--- config.mk ---
export PLATFORM = sky130hd
export DESIGN_NAME = i2c_srx_top
export DESIGN_NICKNAME = d
export VERILOG_FILES = /design/src/rtl/i2c_srx_pkg.sv /design/src/rtl/i2c_srx_sync.sv /design/src/rtl/i2c_srx_cond.sv /design/src/rtl/i2c_srx_fsm.sv /design/src/rtl/i2c_srx_regs.sv /design/src/rtl/i2c_srx_top.sv
export SDC_FILE = /design/constraint.sdc
export NUM_CORES = 1
export LEC_CHECK = 0
export BUFFER_PORTS_ARGS = -buffer_cell sky130_fd_sc_hd__buf_4
export CAP_MARGIN = 30
export CORE_MARGIN = 2
export CORE_UTILIZATION = 29
export DETAILED_ROUTE_END_ITERATION = 8
export PLACE_DENSITY = 0.46
export REMOVE_ABC_BUFFERS = 1
export SLEW_MARGIN = 40
export SYNTH_ARGS = -nofsm -noshare
export SYNTH_HDL_FRONTEND = slang
export SYNTH_HIERARCHICAL = 1
export SYNTH_SLANG_ARGS = --single-unit
export TNS_END_PERCENT = 1
--- constraint.sdc ---
create_clock -name clk -period 3.24 [get_ports clk]
set_clock_uncertainty 0.1 [all_clocks]
set_input_delay 0.324 -clock clk [delete_from_list [all_inputs] [get_ports clk]]
set_output_delay 0.324 -clock clk [all_outputs]
set_load 0.005 [all_outputs]
--- src/rtl/i2c_srx_pkg.sv ---
package i2c_srx_pkg;

  localparam int unsigned SEL_W = 3;

  typedef enum logic [SEL_W-1:0] {
    RA_SET  = 3'd0,
    RA_CLR  = 3'd1,
    RA_STAT = 3'd2,
    RA_DATA = 3'd3,
    RA_ADDR = 3'd4
  } reg_addr_e;

  localparam int unsigned CB_FLAG = 3;
  localparam int unsigned CB_ACK  = 2;

  // status code, upper five bits of the status byte
  typedef enum logic [4:0] {
    SC_ADDR_ACK = 5'h0C,
    SC_GC_ACK   = 5'h0E,
    SC_DAT_ACK  = 5'h10,
    SC_DAT_NAK  = 5'h11,
    SC_GCD_ACK  = 5'h12,
    SC_GCD_NAK  = 5'h13,
    SC_STOP     = 5'h14,
    SC_IDLE     = 5'h1F
  } stat_code_e;

  typedef enum logic [2:0] {
    PH_IDLE,
    PH_SHIFT,
    PH_DECIDE,
    PH_ACK,
    PH_WAIT
  } phase_e;

endpackage

--- src/rtl/i2c_srx_sync.sv ---
module i2c_srx_sync #(
  parameter int unsigned WIDTH  = 2,
  parameter int unsigned STAGES = 2
) (
  input  logic             clk,
  input  logic             rst_n,
  input  logic [WIDTH-1:0] d_i,
  output logic [WIDTH-1:0] q_o
);

  logic [STAGES-1:0][WIDTH-1:0] stg_q;

  // idle bus level is high, so stages come out of reset at 1
  always_ff @(posedge clk or negedge rst_n) begin
    if (!rst_n) begin
      stg_q <= '1;
    end else begin
      stg_q[0] <= d_i;
      for (int s = 1; s < STAGES; s++) begin
        stg_q[s] <= stg_q[s-1];
      end
    end
  end

  assign q_o = stg_q[STAGES-1];

endmodule

--- src/rtl/i2c_srx_cond.sv ---
module i2c_srx_cond (
  input  logic clk,
  input  logic rst_n,
  input  logic scl_s_i,
  input  logic sda_s_i,
  output logic scl_rise_o,
  output logic scl_fall_o,
  output logic start_o,
  output logic stop_o
);

  logic scl_d_q, sda_d_q;

  always_ff @(posedge clk or negedge rst_n) begin
    if (!rst_n) begin
      scl_d_q <= 1'b1;
      sda_d_q <= 1'b1;
    end else begin
      scl_d_q <= scl_s_i;
      sda_d_q <= sda_s_i;
    end
  end

  assign scl_rise_o = scl_s_i & ~scl_d_q;
  assign scl_fall_o = ~scl_s_i & scl_d_q;
  assign start_o    = scl_s_i & scl_d_q & sda_d_q & ~sda_s_i;
  assign stop_o     = scl_s_i & scl_d_q & ~sda_d_q & sda_s_i;

endmodule

--- src/rtl/i2c_srx_fsm.sv ---
module i2c_srx_fsm
  import i2c_srx_pkg::*;
#(
  parameter int unsigned DW = 8
) (
  input  logic          clk,
  input  logic          rst_n,
  input  logic          sda_s_i,
  input  logic          scl_rise_i,
  input  logic          scl_fall_i,
  input  logic          start_i,
  input  logic          stop_i,
  input  logic [DW-2:0] own_addr_i,
  input  logic          gc_en_i,
  input  logic          ack_en_i,
  output logic          ev_valid_o,
  output stat_code_e    ev_code_o,
  output logic          ev_load_o,
  output logic [DW-1:0] ev_byte_o,
  output logic          sda_oe_o
);

  localparam int unsigned CW = $clog2(DW);
  localparam logic [CW-1:0] LAST_BIT = CW'(DW - 1);

  phase_e        phase_q, phase_n;
  logic [CW-1:0] cnt_q, cnt_n;
  logic [DW-1:0] shreg_q, shreg_n;
  logic          addr_ph_q, addr_ph_n;
  logic          addressed_q, addressed_n;
  logic          gc_q, gc_n;
  logic          nak_q, nak_n;
  logic          sda_oe_q, sda_oe_n;
  stat_code_e    pend_q, pend_n;
  logic          own_hit, gc_hit, active;

  always_comb begin
    phase_n     = phase_q;
    cnt_n       = cnt_q;
    shreg_n     = shreg_q;
    addr_ph_n   = addr_ph_q;
    addressed_n = addressed_q;
    gc_n        = gc_q;
    nak_n       = nak_q;
    sda_oe_n    = sda_oe_q;
    pend_n      = pend_q;
    ev_valid_o  = 1'b0;
    ev_code_o   = SC_IDLE;
    ev_load_o   = 1'b0;
    own_hit     = (shreg_q[DW-1:1] == own_addr_i) && !shreg_q[0];
    gc_hit      = (shreg_q == '0) && gc_en_i;
    active      = addressed_q &&
                  ((phase_q == PH_SHIFT) || (phase_q == PH_DECIDE) || (phase_q == PH_ACK));

    if (start_i) begin
      if (active) begin
        ev_valid_o = 1'b1;
        ev_code_o  = SC_STOP;
      end
      phase_n     = PH_SHIFT;
      cnt_n       = '0;
      addr_ph_n   = 1'b1;
      addressed_n = 1'b0;
      gc_n        = 1'b0;
      nak_n       = 1'b0;
      sda_oe_n    = 1'b0;
    end else if (stop_i) begin
      if (active) begin
        ev_valid_o = 1'b1;
        ev_code_o  = SC_STOP;
      end
      phase_n     = PH_IDLE;
      addressed_n = 1'b0;
      sda_oe_n    = 1'b0;
    end else begin
      unique case (phase_q)
        PH_SHIFT: begin
          if (scl_rise_i) begin
            shreg_n = {shreg_q[DW-2:0], sda_s_i};
            if (cnt_q == LAST_BIT) phase_n = PH_DECIDE;
            else                   cnt_n   = cnt_q + 1'b1;
          end
        end
        PH_DECIDE: begin
          if (scl_fall_i) begin
            if (addr_ph_q) begin
              if ((own_hit || gc_hit) && ack_en_i) begin
                sda_oe_n    = 1'b1;
                phase_n     = PH_ACK;
                addressed_n = 1'b1;
                gc_n        = gc_hit;
                nak_n       = 1'b0;
                pend_n      = gc_hit ? SC_GC_ACK : SC_ADDR_ACK;
              end else begin
                phase_n     = PH_WAIT;
                addressed_n = 1'b0;
              end
            end else begin
              sda_oe_n = ack_en_i;
              nak_n    = !ack_en_i;
              phase_n  = PH_ACK;
              if (gc_q) pend_n = ack_en_i ? SC_GCD_ACK : SC_GCD_NAK;
              else      pend_n = ack_en_i ? SC_DAT_ACK : SC_DAT_NAK;
            end
          end
        end
        PH_ACK: begin
          if (scl_fall_i) begin
            sda_oe_n   = 1'b0;
            ev_valid_o = 1'b1;
            ev_code_o  = pend_q;
            ev_load_o  = 1'b1;
            cnt_n      = '0;
            addr_ph_n  = 1'b0;
            if (nak_q) begin
              phase_n     = PH_WAIT;
              addressed_n = 1'b0;
            end else begin
              phase_n     = PH_SHIFT;
            end
          end
        end
        default: ;
      endcase
    end
  end

  always_ff @(posedge clk or negedge rst_n) begin
    if (!rst_n) begin
      phase_q     <= PH_IDLE;
      cnt_q       <= '0;
      shreg_q     <= '0;
      addr_ph_q   <= 1'b1;
      addressed_q <= 1'b0;
      gc_q        <= 1'b0;
      nak_q       <= 1'b0;
      sda_oe_q    <= 1'b0;
      pend_q      <= SC_IDLE;
    end else begin
      phase_q     <= phase_n;
      cnt_q       <= cnt_n;
      shreg_q     <= shreg_n;
      addr_ph_q   <= addr_ph_n;
      addressed_q <= addressed_n;
      gc_q        <= gc_n;
      nak_q       <= nak_n;
      sda_oe_q    <= sda_oe_n;
      pend_q      <= pend_n;
    end
  end

  assign ev_byte_o = shreg_q;
  assign sda_oe_o  = sda_oe_q;

endmodule

--- src/rtl/i2c_srx_regs.sv ---
module i2c_srx_regs
  import i2c_srx_pkg::*;
#(
  parameter int unsigned DW = 8
) (
  input  logic             clk,
  input  logic             rst_n,
  input  logic [SEL_W-1:0] bus_sel,
  input  logic             bus_wr,
  input  logic [DW-1:0]    bus_wdata,
  output logic [DW-1:0]    bus_rdata,
  input  logic             ev_valid_i,
  input  stat_code_e       ev_code_i,
  input  logic             ev_load_i,
  input  logic [DW-1:0]    ev_byte_i,
  output logic             flag_o,
  output logic             ack_en_o,
  output logic [DW-2:0]    own_addr_o,
  output logic             gc_en_o,
  output logic [DW-1:0]    dat_o
);

  logic          flag_q, flag_n;
  logic          ack_q, ack_n;
  stat_code_e    stat_q, stat_n;
  logic [DW-1:0] dat_q, dat_n;
  logic [DW-1:0] addr_q, addr_n;
  logic          wr_set, wr_clr, wr_dat, wr_adr;

  assign wr_set = bus_wr && (bus_sel == RA_SET);
  assign wr_clr = bus_wr && (bus_sel == RA_CLR);
  assign wr_dat = bus_wr && (bus_sel == RA_DATA);
  assign wr_adr = bus_wr && (bus_sel == RA_ADDR);

  always_comb begin
    flag_n = flag_q;
    stat_n = stat_q;
    ack_n  = ack_q;
    dat_n  = dat_q;
    addr_n = addr_q;
    if (wr_clr && bus_wdata[CB_FLAG]) begin
      flag_n = 1'b0;
      stat_n = SC_IDLE;
    end
    if (ev_valid_i) begin
      flag_n = 1'b1;
      stat_n = ev_code_i;
    end
    if (wr_set && bus_wdata[CB_ACK]) ack_n = 1'b1;
    if (wr_clr && bus_wdata[CB_ACK]) ack_n = 1'b0;
    if (wr_dat && flag_q)            dat_n = bus_wdata;
    if (ev_load_i)                   dat_n = ev_byte_i;
    if (wr_adr)                      addr_n = bus_wdata;
  end

  always_ff @(posedge clk or negedge rst_n) begin
    if (!rst_n) begin
      flag_q <= 1'b0;
      ack_q  <= 1'b0;
      stat_q <= SC_IDLE;
      dat_q  <= '0;
      addr_q <= '0;
    end else begin
      flag_q <= flag_n;
      ack_q  <= ack_n;
      stat_q <= stat_n;
      dat_q  <= dat_n;
      addr_q <= addr_n;
    end
  end

  always_comb begin
    bus_rdata = '0;
    case (bus_sel)
      RA_SET: begin
        bus_rdata[CB_FLAG] = flag_q;
        bus_rdata[CB_ACK]  = ack_q;
      end
      RA_STAT: bus_rdata = DW'({stat_q, 3'b000});
      RA_DATA: bus_rdata = dat_q;
      RA_ADDR: bus_rdata = addr_q;
      default: bus_rdata = '0;
    endcase
  end

  assign flag_o     = flag_q;
  assign ack_en_o   = ack_q;
  assign own_addr_o = addr_q[DW-1:1];
  assign gc_en_o    = addr_q[0];
  assign dat_o      = dat_q;

endmodule

--- src/rtl/i2c_srx_top.sv ---
module i2c_srx_top
  import i2c_srx_pkg::*;
#(
  parameter int unsigned DW        = 8,
  parameter int unsigned SYNC_STGS = 2
) (
  input  logic             clk,
  input  logic             rst_n,
  input  logic [SEL_W-1:0] bus_sel,
  input  logic             bus_wr,
  input  logic [DW-1:0]    bus_wdata,
  output logic [DW-1:0]    bus_rdata,
  output logic             irq,
  input  logic             scl_i,
  input  logic             sda_i,
  output logic             scl_oe,
  output logic             sda_oe
);

  logic          scl_s, sda_s;
  logic          scl_rise, scl_fall, start_det, stop_det;
  logic          ev_valid, ev_load;
  stat_code_e    ev_code;
  logic [DW-1:0] ev_byte;
  logic          flag, ack_en, gc_en;
  logic [DW-2:0] own_addr;
  logic [DW-1:0] dat_q;

  i2c_srx_sync #(.WIDTH(2), .STAGES(SYNC_STGS)) u_sync (
    .clk   (clk),
    .rst_n (rst_n),
    .d_i   ({scl_i, sda_i}),
    .q_o   ({scl_s, sda_s})
  );

  i2c_srx_cond u_cond (
    .clk        (clk),
    .rst_n      (rst_n),
    .scl_s_i    (scl_s),
    .sda_s_i    (sda_s),
    .scl_rise_o (scl_rise),
    .scl_fall_o (scl_fall),
    .start_o    (start_det),
    .stop_o     (stop_det)
  );

  i2c_srx_fsm #(.DW(DW)) u_fsm (
    .clk        (clk),
    .rst_n      (rst_n),
    .sda_s_i    (sda_s),
    .scl_rise_i (scl_rise),
    .scl_fall_i (scl_fall),
    .start_i    (start_det),
    .stop_i     (stop_det),
    .own_addr_i (own_addr),
    .gc_en_i    (gc_en),
    .ack_en_i   (ack_en),
    .ev_valid_o (ev_valid),
    .ev_code_o  (ev_code),
    .ev_load_o  (ev_load),
    .ev_byte_o  (ev_byte),
    .sda_oe_o   (sda_oe)
  );

  i2c_srx_regs #(.DW(DW)) u_regs (
    .clk        (clk),
    .rst_n      (rst_n),
    .bus_sel    (bus_sel),
    .bus_wr     (bus_wr),
    .bus_wdata  (bus_wdata),
    .bus_rdata  (bus_rdata),
    .ev_valid_i (ev_valid),
    .ev_code_i  (ev_code),
    .ev_load_i  (ev_load),
    .ev_byte_i  (ev_byte),
    .flag_o     (flag),
    .ack_en_o   (ack_en),
    .own_addr_o (own_addr),
    .gc_en_o    (gc_en),
    .dat_o      (dat_q)
  );

  // stretch only from the low phase: a high clock is left alone
  assign scl_oe = flag & ~scl_s;
  assign irq    = flag;

endmodule

## Yosys cells after proc, flatten, opt, wreduce, memory -nomap -nowiden

Cells that the tools add are included.

- Register bits: 53
- Bits in latches: 0
- RAM bits: 0
- Memory bits (read-only): 0
- Input bits: 16
- Output and inout port bits: 11
- Memories: 0

- $add $sub $neg: 1
- $mul: 0
- Divide/modulo/power cells: 0
- $lt $le $gt $ge: 0
- Eq/ne operators: 22
- Shift-type cells: 0
- Mux-type cells: 75
- Bitwise logic cells: 14
- Reduce and logical (&&, ||, !) cells: 39

Operators by type and width:

| kind | count |
|---|---|
| 5-bit two-way mux | 9 |
| 3-bit two-way mux | 14 |
| 1-bit two-way mux | 41 |
| 5-bit AND reduction | 5 |
| 8-bit two-way mux | 2 |
| 4-bit != test, second input constant | 4 |
| 2-bit nonzero test | 8 |
| 3-bit by 2-bit == test with 1-bit output, second input constant | 4 |
| 1-bit logical AND | 12 |
| 3-bit != test, second input constant | 4 |
| 4-bit one-hot mux with 3 select lines | 1 |
| 4-bit AND reduction | 3 |
| 3-bit one-hot mux with 3 select lines | 1 |
| 1-bit AND | 8 |
| 8-bit zero test | 1 |
| 4-bit by 3-bit != test with 1-bit output, second input constant | 2 |
| 2-bit one-hot mux with 4 select lines | 1 |
| 7-bit == test | 1 |
| 3-bit by 1-bit == test with 1-bit output, second input constant | 2 |
| 3-bit == test, second input constant | 2 |
| 1-bit inverter | 6 |
| 3-bit one-hot mux with 2 select lines | 1 |
| 5-bit != test, second input constant | 1 |
| 5-bit nonzero test | 1 |
| other kinds (12) | 17 |

## Depth between registers and ports, before layout

Gate-level depths: netlist (run 1).

- Depth in word-level cells: 10
- Depth in mapped cells: 10
- Gate-level depth less buffers: 7

## By module

The synthesis (run 1) kept the hierarchy.

By module, submodules not included:

| module | times used | cells an instance | area each (sq um) |
|---|---|---|---|
| i2c_srx_fsm | 1 | 135 | 1,358.8 |
| i2c_srx_regs | 1 | 122 | 1,258.7 |
| i2c_srx_sync | 1 | 6 | 120.1 |
| i2c_srx_cond | 1 | 6 | 85.1 |
| i2c_srx_top | 1 | 1 | 13.8 |

## Least setup slack after synthesis (run 1)

Ideal clock, no wire load.

- Path kind: reg-to-reg
- Start: register u_sync.stg_q, in the netlist u_sync/q_o[1]
- End: register u_regs.stat_q[3]
- Library setup time: 79 ps
- Arrival time: 1,914 ps
- Slack: 1,148 ps
- Cell stages (with the launch flop): 11
- Buffers on the path: 3
- Clock period less this slack: 2,092 ps
- Path through: dfstp_2 -> buf_4 -> and4b_1 -> nor2_1 -> buf_2 -> nor3b_1 -> o21ai_0 -> nand2_1 -> buf_1 -> nand2_1 -> o21ai_0

- Elaborated cells on any way between the ends: 17

RTL lines:

| element | RTL line | RTL |
|---|---|---|
| from (decl) | i2c_srx_sync.sv:11 | `logic [STAGES-1:0][WIDTH-1:0] stg_q;` |
| from (signal, indexed assignment) | i2c_srx_sync.sv:20 | `stg_q[s] <= stg_q[s-1];` |
| 1-bit AND * (3 in series) | i2c_srx_cond.sv:26 | `assign start_o = scl_s_i & scl_d_q & sda_d_q & ~sda_s_i;` |
| net start_det | i2c_srx_top.sv:21 | `logic scl_rise, scl_fall, start_det, stop_det;` |
| 1-bit two-way mux * | i2c_srx_fsm.sv:55 | `if (start_i) begin` |
| net ev_valid | i2c_srx_top.sv:22 | `logic ev_valid, ev_load;` |
| 5-bit two-way mux or 2-bit nonzero test (tied branches) | - |  |
| to (signal assigned) | i2c_srx_regs.sv:66 | `stat_q <= stat_n;` |
| to (decl) | i2c_srx_regs.sv:25 | `stat_code_e stat_q, stat_n;` |

The timed path passes the listed nets; every way through them passes the cells marked *.
A chain may end at the register's enable or synchronous reset.

## Worst setup path after layout (run 1)

- Start: register u_sync.stg_q, in the netlist u_sync/q_o[0]
- End: register u_regs.dat_q[7], in the netlist u_regs/dat_o[7]

- Cells in the longest elaborated chain, start to end: 4
- Elaborated cells on any way between the ends: 7

Ends and longest elaborated chain:

| element | RTL line | RTL |
|---|---|---|
| 1-bit inverter * | i2c_srx_cond.sv:26 |  |
| 1-bit AND * | i2c_srx_cond.sv:26 |  |
| net start_det | i2c_srx_top.sv:21 |  |
| 1-bit two-way mux * | i2c_srx_fsm.sv:55 |  |
| net ev_load | i2c_srx_top.sv:22 |  |
| 8-bit two-way mux or 2-bit nonzero test (tied branches) | - |  |
| to (signal assigned) | i2c_srx_regs.sv:67 | `dat_q <= dat_n;` |
| to (decl) | i2c_srx_regs.sv:26 | `logic [DW-1:0] dat_q, dat_n;` |

Marks and branches as above.

==> results of run 1 <==
[through the flow]
step / cells / total power, mW / setup WS (ns) / hold WS (ns)
after floorplan: 255 / 1.41 / 1.12 / -0.0716
after global placement: 414 / 1.64 / 0.685 / 0.245
after detailed placement: 414 / 1.64 / 0.621 / 0.247
after CTS: 424 / 2.02 / 0.612 / 0.000309
after global routing: 425 / 2.16 / 0.313 / 0.147
final: 425 / 1.99 / 0.644 / 0.154
[metal layers]
layer,GRT usage (%),vias up,part of all wire [%]
met1,19.8,1007,51
met2,21.0,30,45
li1,-,1013,-
met4,3.04,0,0.88
met5,0,-,0
met3,2.03,4,2.9
[where the power goes]
| group | switching, mW | internal [mW] |
|---|---|---|
| clock | 0.215 | 0.152 |
| sequential | 0.204 | 0.850 |
| combinational | 0.271 | 0.296 |
[cells in the final DEF (no fill, tap or decap), types with 5 or more instances in the layout]
cell type   n
mux2_4      8
o21ai_0    28
inv_1       5
mux2i_1     7
mux2_2     12
buf_4      26
dfrtp_1    36
a31oi_1     9
nand2_1    24
dfstp_2    16
nor2_1      9
clkbuf_8    5
nor2b_1    11
xor2_1      7
a21oi_1    21
[registers in the layout, indices dropped and copies added (netlist names), 2 cells and up]
register         flops
u_regs/dat_o         8
u_fsm/cnt_q          3
u_fsm/ev_byte_o      8
u_regs/stat_q        5
u_fsm/pend_q         4
u_fsm/phase_q        3
u_sync/stg_q         2
u_regs/addr_q        8
u_sync/q_o           2
[how the worst min path moves through the flow]
stage          slack [ns]             from  depth (start not counted)                end
3_3_place_gp         0.25  u_sync/stg_q[0]                          0      u_sync/q_o[0]
6_report             0.15     bus_wdata[6]                          2   u_regs/addr_q[6]
3_5_place_dp         0.25  u_sync/stg_q[0]                          0      u_sync/q_o[0]
4_1_cts            0.0003            scl_i                          1    u_sync/stg_q[1]
5_1_grt              0.15     bus_wdata[5]                          2   u_regs/addr_q[5]
2_1_floorplan       -0.07            rst_n                          0  u_fsm/addressed_q
[logic make-up (layout without fill, tap and decap cells)]
kind of cell	Yosys count	after routing
muxes	27	27
DFF	52	52
xor gates and xnor gates	7	7
AOI/OAI and AO/OA	72	72
and+or+nand+nor	90	90
adders and majority gates	2	2
buffers and inverters	20	42
[critical path, delay by kind of cell, from the launching register on]
family | cells | cell delay (ns)
compound gates | 1 | 0.05
simple gates | 4 | 1.30
flops | 1 | 0.56
buf+inv | 1 | 0.47
[area by class of cell]
cell class	instances	area, um2
inverters	5	18.8
repair buffers	29	225
well taps	133	166
clock inverters	2	11.3
multi-input cells	198	1400
fillers	1040	6420
flip-flops and latches	52	1320
clock buffers	6	72.6
==> reports/metrics.cfg, run 1 <==
[run_status]
status=complete, no violations

[clocking]
cts_resized=0
clock_latency_ns=0.30
cts.path.max_buffers=2
cts.hold.buffers_added=2
cts_tree=built
numCtsBuffers=5
clock-root-buffer=clkbuf_8
cts_max_level=2
cts.sinks=52
path_clk_slew_ns=0.10
cts_setup_buffers=0

[floorplan]
design.core.area_um2=9640
dieHeight_um=103
dieArea_um2=10600
num_rows=36
ios=27
dieWidth_um=103
start_util_pct=29.4

[global_routing]
grtUsageTotal_pct=13.5
grt_pass1_vias=2089
antenna_found_initial=0
grt_first_pass_wirelength_um=11100
grt_max_degree=53
grt_remaining_overflow=0

[setup_path]
cp-start-kind=register
rr_worst_depth=6
crit_path_end=u_regs/dat_o[7]
worstSetupPathType=reg -> reg
reg2reg_to=u_regs/dat_o[7]
path_cells=and4b_1 -> nor2_1 -> nand3_1 -> inv_1 -> nor2b_1 -> a21oi_1
timing.rr.start=u_sync/q_o[0]
arrival_ns=2.69
crit_path_end_kind=register
r2r_setup_slack_ns=0.64
worstSetupStartpoint=u_sync/q_o[0]
worst-path-max-fanout=17
crit_slowest_cell=dfstp_2
cp_data_required_time_ns=3.33
crit_path_max_incr_delay_ns=0.56

[power]
power_leakage_nw=1.38
power_density_nw_per_um2=618
worst_ir_drop_vdd_mv=0.181

[yosys]
ys_ff_latch=52
synth_xor_area_share_pct=2.16
synth_area_leaders=dfrtp_1, dfstp_2, o21ai_0
synth.most_common_cell=dfrtp_1
synth_area_per_cell_um2=10.5
synthMuxAreaShare_pct=11.5
yosysWarnings=6
synth_fa_ha_area_share_pct=0.882
yosys.area.top_type=dfrtp_1
synthDistinctLibCells=53
synth_common_cells=dfrtp_1, o21ai_0, nand2_1
synth_compound_area_share_pct=14.7
synth-seq-area-share_pct=46.6
synthSimpleGateAreaFrac_pct=20.1
async_flop_share_pct=100
synth_top_family_by_area=simple AND/OR/NAND/NOR gates
ys.flop_type=dfrtp_1
synth.top_cell.area_share_pct=31.8
synth_edf_count=0
syn_inst=270
syn_area_um2=2840

[place]
routabilityCongestion=0.745
io_buffers=26
hpwlAfterDp_um=4610
postPlaceCellArea_um2=3100

[timing]
slew_headroom_pct=54.9
finalSetupViolCount=0
worst_pin_slew_ns=0.676
fin_crit_ns=2.60
report.final.slew_viol_count=0
setup_tns_ns=0
timing.final.hold_violations=0
rsz0062_at_grt=no
fin_crit_sh_pct=80.1
fmax_mhz=385

[drt]
drt_wl_total_um=6500
ant_nets=0
drc_errors=0
dr.first_iter.drc_count=90
wire_per_inst_um=15.3
first_pass_iters=4
vias_per_cell=4.83
vias=2054

[finish]
drive_gt1_share_pct=27.7
fin_nets=309
finalInstanceArea_um2=3220
areaGrowthSynthToFinish_pct=13.4
final_core_util_pct=33.4
diodes=0

[job]
cap_violations=0

[hold_path]
min_path_type=in -> reg

(Power assumes the default switching activity.)
==> run 2, diff against run 1 <==
==> constraint.sdc (replaced) <==
create_clock -name clk -period 2.45 [get_ports clk]
set_clock_uncertainty 0.1 [all_clocks]
set_input_delay 0.245 -clock clk [delete_from_list [all_inputs] [get_ports clk]]
set_output_delay 0.245 -clock clk [all_outputs]
set_load 0.005 [all_outputs]
==> run 2 against run 1 <==
Against the previous run:
- global-route usage up 0.14 points
- worst setup slack worse by 0.51 ns
- via count up 3.0%
- final area up 1.7%
- clock power up 42%
- non-clock buffer count up 6
- highest routed layer unchanged
==> reports/metrics.cfg, run 2 (synthesized netlist as in run 1, its figures left out) <==
[setup_path]
worst_path_dominant_cell_family=simple AND/OR/NAND/NOR gates
cp_data_required_time_ns=2.53  ; -0.80 ns
path_cells=and4b_1 -> nor2_1 -> buf_4 -> nand4b_1 -> mux2_2
crit_path_max_incr_delay_ns=0.53  ; -0.03 ns
cp-start-kind=register
worstSetupStartpoint=u_cond/sda_d_q
arrival_ns=2.40  ; -0.29 ns
worstSetupPathType=reg -> reg
crit_buf_inv=1  ; unchanged
timing.rr.start=u_cond/sda_d_q
worst-path-max-fanout=8  ; -9
crit_path_end_kind=register
crit_slowest_cell=dfstp_2
rr_worst_depth=5  ; -1
worst-path-stages=5  ; -1

[drt]
drc_errors=0  ; unchanged
first_pass_iters=4  ; unchanged
wire_per_inst_um=15.6  ; +2.1%
ant_nets=0  ; unchanged
dr.first_iter.drc_count=120  ; +33%
drt_wl_total_um=6730  ; +3.6%
vias=2115  ; +3.0%
vias_per_cell=4.91  ; +1.5%

[global_routing]
antenna_found_initial=0  ; unchanged
grt_first_pass_wirelength_um=11100  ; -0.37%
grt_max_degree=53  ; unchanged
grt_pass1_vias=2059  ; -1.4%
grtUsageTotal_pct=13.6  ; +0.14 points
grt_remaining_overflow=0  ; unchanged

[power]
power_leakage_nw=1.41  ; +2.1%
worst_ir_drop_vdd_mv=0.260  ; +44%
power_density_nw_per_um2=823  ; +33%
finalPower_mw=2.69  ; +35%

[clocking]
clock_latency_ns=0.31  ; about the same
cts_setup_buffers=0  ; unchanged
cts_resized=0  ; unchanged
cts_tree=built
numCtsBuffers=5  ; unchanged
cts_max_level=2  ; unchanged
clock-root-buffer=clkbuf_8
cts.path.max_buffers=2  ; unchanged
cts.sinks=52  ; unchanged
path_clk_slew_ns=0.10  ; about the same

[floorplan]
dieHeight_um=103  ; unchanged
ios=27  ; unchanged
num_rows=36  ; unchanged
design.core.area_um2=9640  ; unchanged
dieWidth_um=103  ; unchanged
start_util_pct=29.4  ; unchanged
dieArea_um2=10600  ; unchanged

[job]
cap_violations=0  ; unchanged

[finish]
fin_nets=315  ; +1.9%
drive_gt1_share_pct=29.2  ; +1.5 points
areaGrowthSynthToFinish_pct=15.3
final_cell_mix=dfrtp_1, buf_4, o21ai_0, nand2_1, a21oi_1
layout.area.seq_um2=1320  ; unchanged
finalInstanceArea_um2=3270  ; +1.7%
final_common_cell=dfrtp_1
diodes=0  ; unchanged
multiInputGateArea_um2=1400  ; unchanged
final_core_util_pct=33.9  ; +0.57 points
fillCellCount=1025  ; -1.4%

[timing]
fmax_mhz=431  ; +12%
slew_headroom_pct=53.1  ; -1.8 points
hold-worst-slack_ns=0.0689  ; -0.0847 ns
worst_pin_slew_ns=0.703  ; +0.0271 ns
fin_crit_ns=2.32  ; -0.277 ns
report.final.slew_viol_count=0  ; unchanged
timing.final.hold_violations=0  ; unchanged
fin_crit_sh_pct=94.7  ; +15 points
rsz0062_at_grt=no
finalSetupViolCount=0  ; unchanged
setup_tns_ns=0  ; unchanged

[hold_path]
hold_depth=2  ; unchanged
min_path_type=in -> reg
worstHoldStart=bus_wdata[6]

[run_status]
status=complete, no violations

[place]
routabilityCongestion=0.774  ; +3.9%
hpwlAfterDp_um=4770  ; +3.4%
postPlaceCellArea_um2=3150  ; +1.5%
io_buffers=26  ; unchanged

-- run 2: cell types whose count changed in the layout (fill, tap and decap cells not counted), sizes merged --
cell,delta
clkinvlp,+1
buf,+6
clkbuf,+1
clkinv,-1
inv,-1
-- run 2: worst paths after layout --
kind / to / slack, ns
worst max-delay path: u_fsm/ev_byte_o[7] / 0.13
worst min-delay path: u_regs/addr_q[6] / 0.07
worst max register to register: u_fsm/ev_byte_o[7] / 0.13
worst min register to register: u_sync/q_o[0] / 0.26
max in group asynchronous: u_fsm/ev_byte_o[3] / 1.34
min in group asynchronous: u_regs/addr_q[6] / 0.42
-- run 2: layer usage --
| layer | global-route usage (%) | up-vias | share of wire, % | wire (um) |
|---|---|---|---|---|
| met5 | 0 | - | 0 | 0 |
| met4 | 3.54 | 0 | 0.98 | 66 |
| met3 | 2.44 | 6 | 3.9 | 262 |
| met2 | 20.1 | 53 | 44 | 2990 |
| met1 | 20.5 | 1029 | 51 | 3410 |
| li1 | - | 1027 | - | - |
-- run 2: repair_timing --
item	CTS	global route
endpoints found under the setup margin	0	0
hold endpoints to repair	38	0
hold buffers	3	0
-- run 2: area by class of cell --
cell class                 instances  share of cell area (%)
clock buffer                       7                    2.64
sequential                        52                    40.4
clock inverter                     1                   0.230
timing repair buffer              35                    8.26
inverter                           5                   0.574
multi-input combinational        198                    42.8
tap                              133                    5.09
-- run 2: per-stage QoR --
| stage | setup slack (ns) | std cells |
|---|---|---|
| after floorplan | 0.331 | 255 |
| after global placement | 0.234 | 420 |
| after detailed placement | 0.169 | 420 |
| after CTS | 0.123 | 431 |
| after global routing | 0.00381 | 431 |
| final | 0.131 | 431 |
-- run 2: worst register-to-register path, delay by kind of cell (launching register included) --
kind,cells,cell delay [ns]
flip-flops,1,0.53
multiplexers,1,0.42
buffers and inverters,1,0.19
AND/OR/NAND/NOR,3,0.95
-- run 2: report_power, final --
part	switching [mW]	total, mW	internal (mW)
sequential	0.280	1.40	1.12
combinational	0.365	0.768	0.403
clock	0.289	0.520	0.230
total	0.935	2.69	1.76
==> run 3, diff against run 2 <==
--- a/config.mk
+++ b/config.mk
@@ -6,11 +6,12 @@
 export NUM_CORES = 1
 export LEC_CHECK = 0
 export BUFFER_PORTS_ARGS = -buffer_cell sky130_fd_sc_hd__buf_4
-export CAP_MARGIN = 30
+export CELL_PAD_IN_SITES_DETAIL_PLACEMENT = 1
+export CELL_PAD_IN_SITES_GLOBAL_PLACEMENT = 2
 export CORE_MARGIN = 2
 export CORE_UTILIZATION = 29
 export DETAILED_ROUTE_END_ITERATION = 8
-export PLACE_DENSITY = 0.46
+export PLACE_DENSITY = 0.63
 export REMOVE_ABC_BUFFERS = 1
 export SLEW_MARGIN = 40
 export SYNTH_ARGS = -nofsm -noshare
==> run 3 against run 2 <==
Against the previous run:
- via count up 1.3%
- first-iteration DRC count down 39%
- sequential power about the same
- global-route usage up 0.65 points
- largest power group unchanged
- combinational power up 2%
- hold slack worse by 0.00066 ns
- fmax up 5.7%
- critical path depth up 3
- clock power about the same
- register-to-register slack better by 0.12 ns
- total power up 0.45%
- die area unchanged
==> reports/metrics.cfg, run 3 (synthesized netlist as in run 1, its figures left out) <==
[run_status]
status=complete, no violations

[place]
hpwlAfterDp_um=5060  ; +6.1%
routabilityCongestion=0.783  ; +1.2%
placed_cells=420  ; unchanged
io_buffers=26  ; unchanged

[global_routing]
grtUsageTotal_pct=14.2  ; +0.65 points
grt_max_degree=53  ; unchanged
antenna_found_initial=0  ; unchanged
grt_remaining_overflow=0  ; unchanged
grt_first_pass_wirelength_um=11700  ; +5.4%
grt_pass1_vias=2248  ; +9.2%

[finish]
final_cells=431  ; unchanged
fillCellCount=1132  ; +10%
final_cell_mix=dfrtp_1, buf_4, o21ai_0, nand2_1, a21oi_1
final_common_cell=dfrtp_1
diodes=0  ; unchanged
drive_gt1_share_pct=29.5  ; +0.34 points
areaGrowthSynthToFinish_pct=15.4  ; about the same
fin_nets=315  ; unchanged

[setup_path]
worst-path-max-fanout=11  ; +3
crit_path_end_kind=register
timing.rr.start=u_sync/q_o[1]
worst_path_dominant_cell_family=simple AND/OR/NAND/NOR gates
cp_data_required_time_ns=2.58  ; +0.05 ns
reg2reg_to=u_regs/stat_q[0]
arrival_ns=2.33  ; -0.07 ns
crit_path_max_incr_delay_ns=0.60  ; +0.07 ns
worstSetupStartpoint=u_sync/q_o[1]
r2r_setup_slack_ns=0.26  ; +0.12 ns
rr_worst_depth=8  ; +3
cp-start-kind=register
path_cells=and4b_1 -> nor2_1 -> buf_4 -> nor3b_1 -> o21ai_0 -> nand2_1 -> nand2_1 -> o21ai_0
worstSetupPathType=reg -> reg
worst-path-stages=8  ; +3
crit_path_end=u_regs/stat_q[0]
crit_buf_inv=1  ; unchanged
crit_slowest_cell=dfstp_2

[timing]
fmax_mhz=456  ; +5.7%
finalSetupViolCount=0  ; unchanged
fin_crit_ns=2.19  ; -0.125 ns
setup_tns_ns=0  ; unchanged
worst_pin_slew_ns=0.686  ; -0.0172 ns
hold-worst-slack_ns=0.0682  ; -0.000658 ns
rsz0062_at_grt=no
fin_crit_sh_pct=89.6  ; -5.1 points
timing.final.hold_violations=0  ; unchanged
slew_headroom_pct=54.3  ; +1.1 points
report.final.slew_viol_count=0  ; unchanged

[power]
finalPower_mw=2.70  ; +0.45%
p_int_mw=1.74  ; -0.68%
power_leakage_nw=1.41  ; +0.13%
pwr-share-clk_pct=19.3  ; about the same
p_sw_uw=959  ; +2.6%
worst_ir_drop_vdd_mv=0.296  ; +14%
power_density_nw_per_um2=826  ; +0.38%
switching_share_pct=35.5  ; +0.74 points
power_frac_comb_pct=29.1  ; +0.6 points
pwr-share-seq_pct=51.6  ; -0.5 points

[clocking]
cts.path.max_buffers=2  ; unchanged
clock-root-buffer=clkbuf_8
clock_latency_ns=0.31  ; about the same
numCtsBuffers=5  ; unchanged
cts.sinks=52  ; unchanged
path_clk_slew_ns=0.10  ; about the same
cts_tree=built
cts_max_level=2  ; unchanged

[drt]
vias=2143  ; +1.3%
ant_nets=0  ; unchanged
drt_wl_total_um=7020  ; +4.2%
vias_per_cell=4.97  ; +1.3%
wire_per_inst_um=16.3  ; +4.2%
drc_errors=0  ; unchanged
dr.first_iter.drc_count=73  ; -39%
first_pass_iters=4  ; unchanged

[job]
cap_violations=0  ; unchanged

[floorplan]
start_util_pct=29.4  ; unchanged
ios=27  ; unchanged
dieHeight_um=103  ; unchanged
dieArea_um2=10600  ; unchanged
dieWidth_um=103  ; unchanged
num_rows=36  ; unchanged
design.core.area_um2=9640  ; unchanged

[hold_path]
min_path_type=in -> reg

run 3: changes by cell type in the layout (fill, tap and decap cells not counted):
cell / delta
clkbuf_1: -1
clkbuf_8: -1
inv_8: +1
clkinv_4: +1
run 3: final cells by class:
class / instances / area [um2] / share of cell area, %
clock buffer: 5 / 68.8 / 2.10
clock inverter: 3 / 27.5 / 0.841
inverter: 5 / 18.8 / 0.573
multi-input combinational: 198 / 1400 / 42.8
sequential: 52 / 1320 / 40.4
tap: 133 / 166 / 5.08
timing repair buffer: 35 / 270 / 8.26
run 3: repair_timing:
action | 4_1_cts | 5_1_grt
buffers inserted | 0 | 0
endpoints found under the hold margin | 38 | 0
gates resized for setup | 0 | 0
hold buffers | 3 | 0
run 3: how the worst min path moves through the flow:
| stage | start | end | slack (ns) | cells after the start |
|---|---|---|---|---|
| after floorplan | rst_n | u_fsm/addressed_q | -0.15 | 0 |
| after CTS | bus_wdata[1] | u_regs/addr_q[1] | 0.06 | 2 |
| final | bus_wdata[6] | u_regs/addr_q[6] | 0.07 | 2 |
| after global routing | bus_wdata[1] | u_regs/addr_q[1] | 0.05 | 2 |
| after detailed placement | rst_n | u_fsm/ev_byte_o[6] | 0.24 | 1 |
| after global placement | rst_n | u_regs/addr_q[0] | 0.24 | 1 |
run 3: metrics by stage:
step           area, um2  utilization, %  worst slack (ns)
4_1_cts             3270            34.0             0.249
3_3_place_gp        3150            32.6             0.361
2_1_floorplan       2740               -             0.331
6_report            3270            34.0             0.256
5_1_grt             3270            34.0            0.0185
3_5_place_dp        3150            32.6             0.267
run 3: power by group through the flow:
stage,sequential (mW),clock (mW),combinational (mW)
4_1_cts,1.40,0.558,0.804
5_1_grt,1.44,0.587,0.902
6_report,1.39,0.522,0.787
3_3_place_gp,1.42,0,0.782
3_5_place_dp,1.42,0,0.796
2_1_floorplan,1.31,0,0.556
run 3: routing by layer:
layer | up-vias | track usage [%] | share of wire (%)
met5 | - | 0 | 0
met2 | 28 | 23.6 | 48
met4 | 0 | 2.73 | 0.57
met3 | 2 | 2.85 | 2.8
met1 | 1088 | 19.5 | 49
li1 | 1025 | - | -
run 3: worst register-to-register path: stages (launching register included):
cell     delay, ns
dfstp_2       0.60
and4b_1       0.33
nor2_1        0.08
buf_4         0.18
nor3b_1       0.16
o21ai_0       0.20
nand2_1       0.29
nand2_1       0.10
o21ai_0       0.09
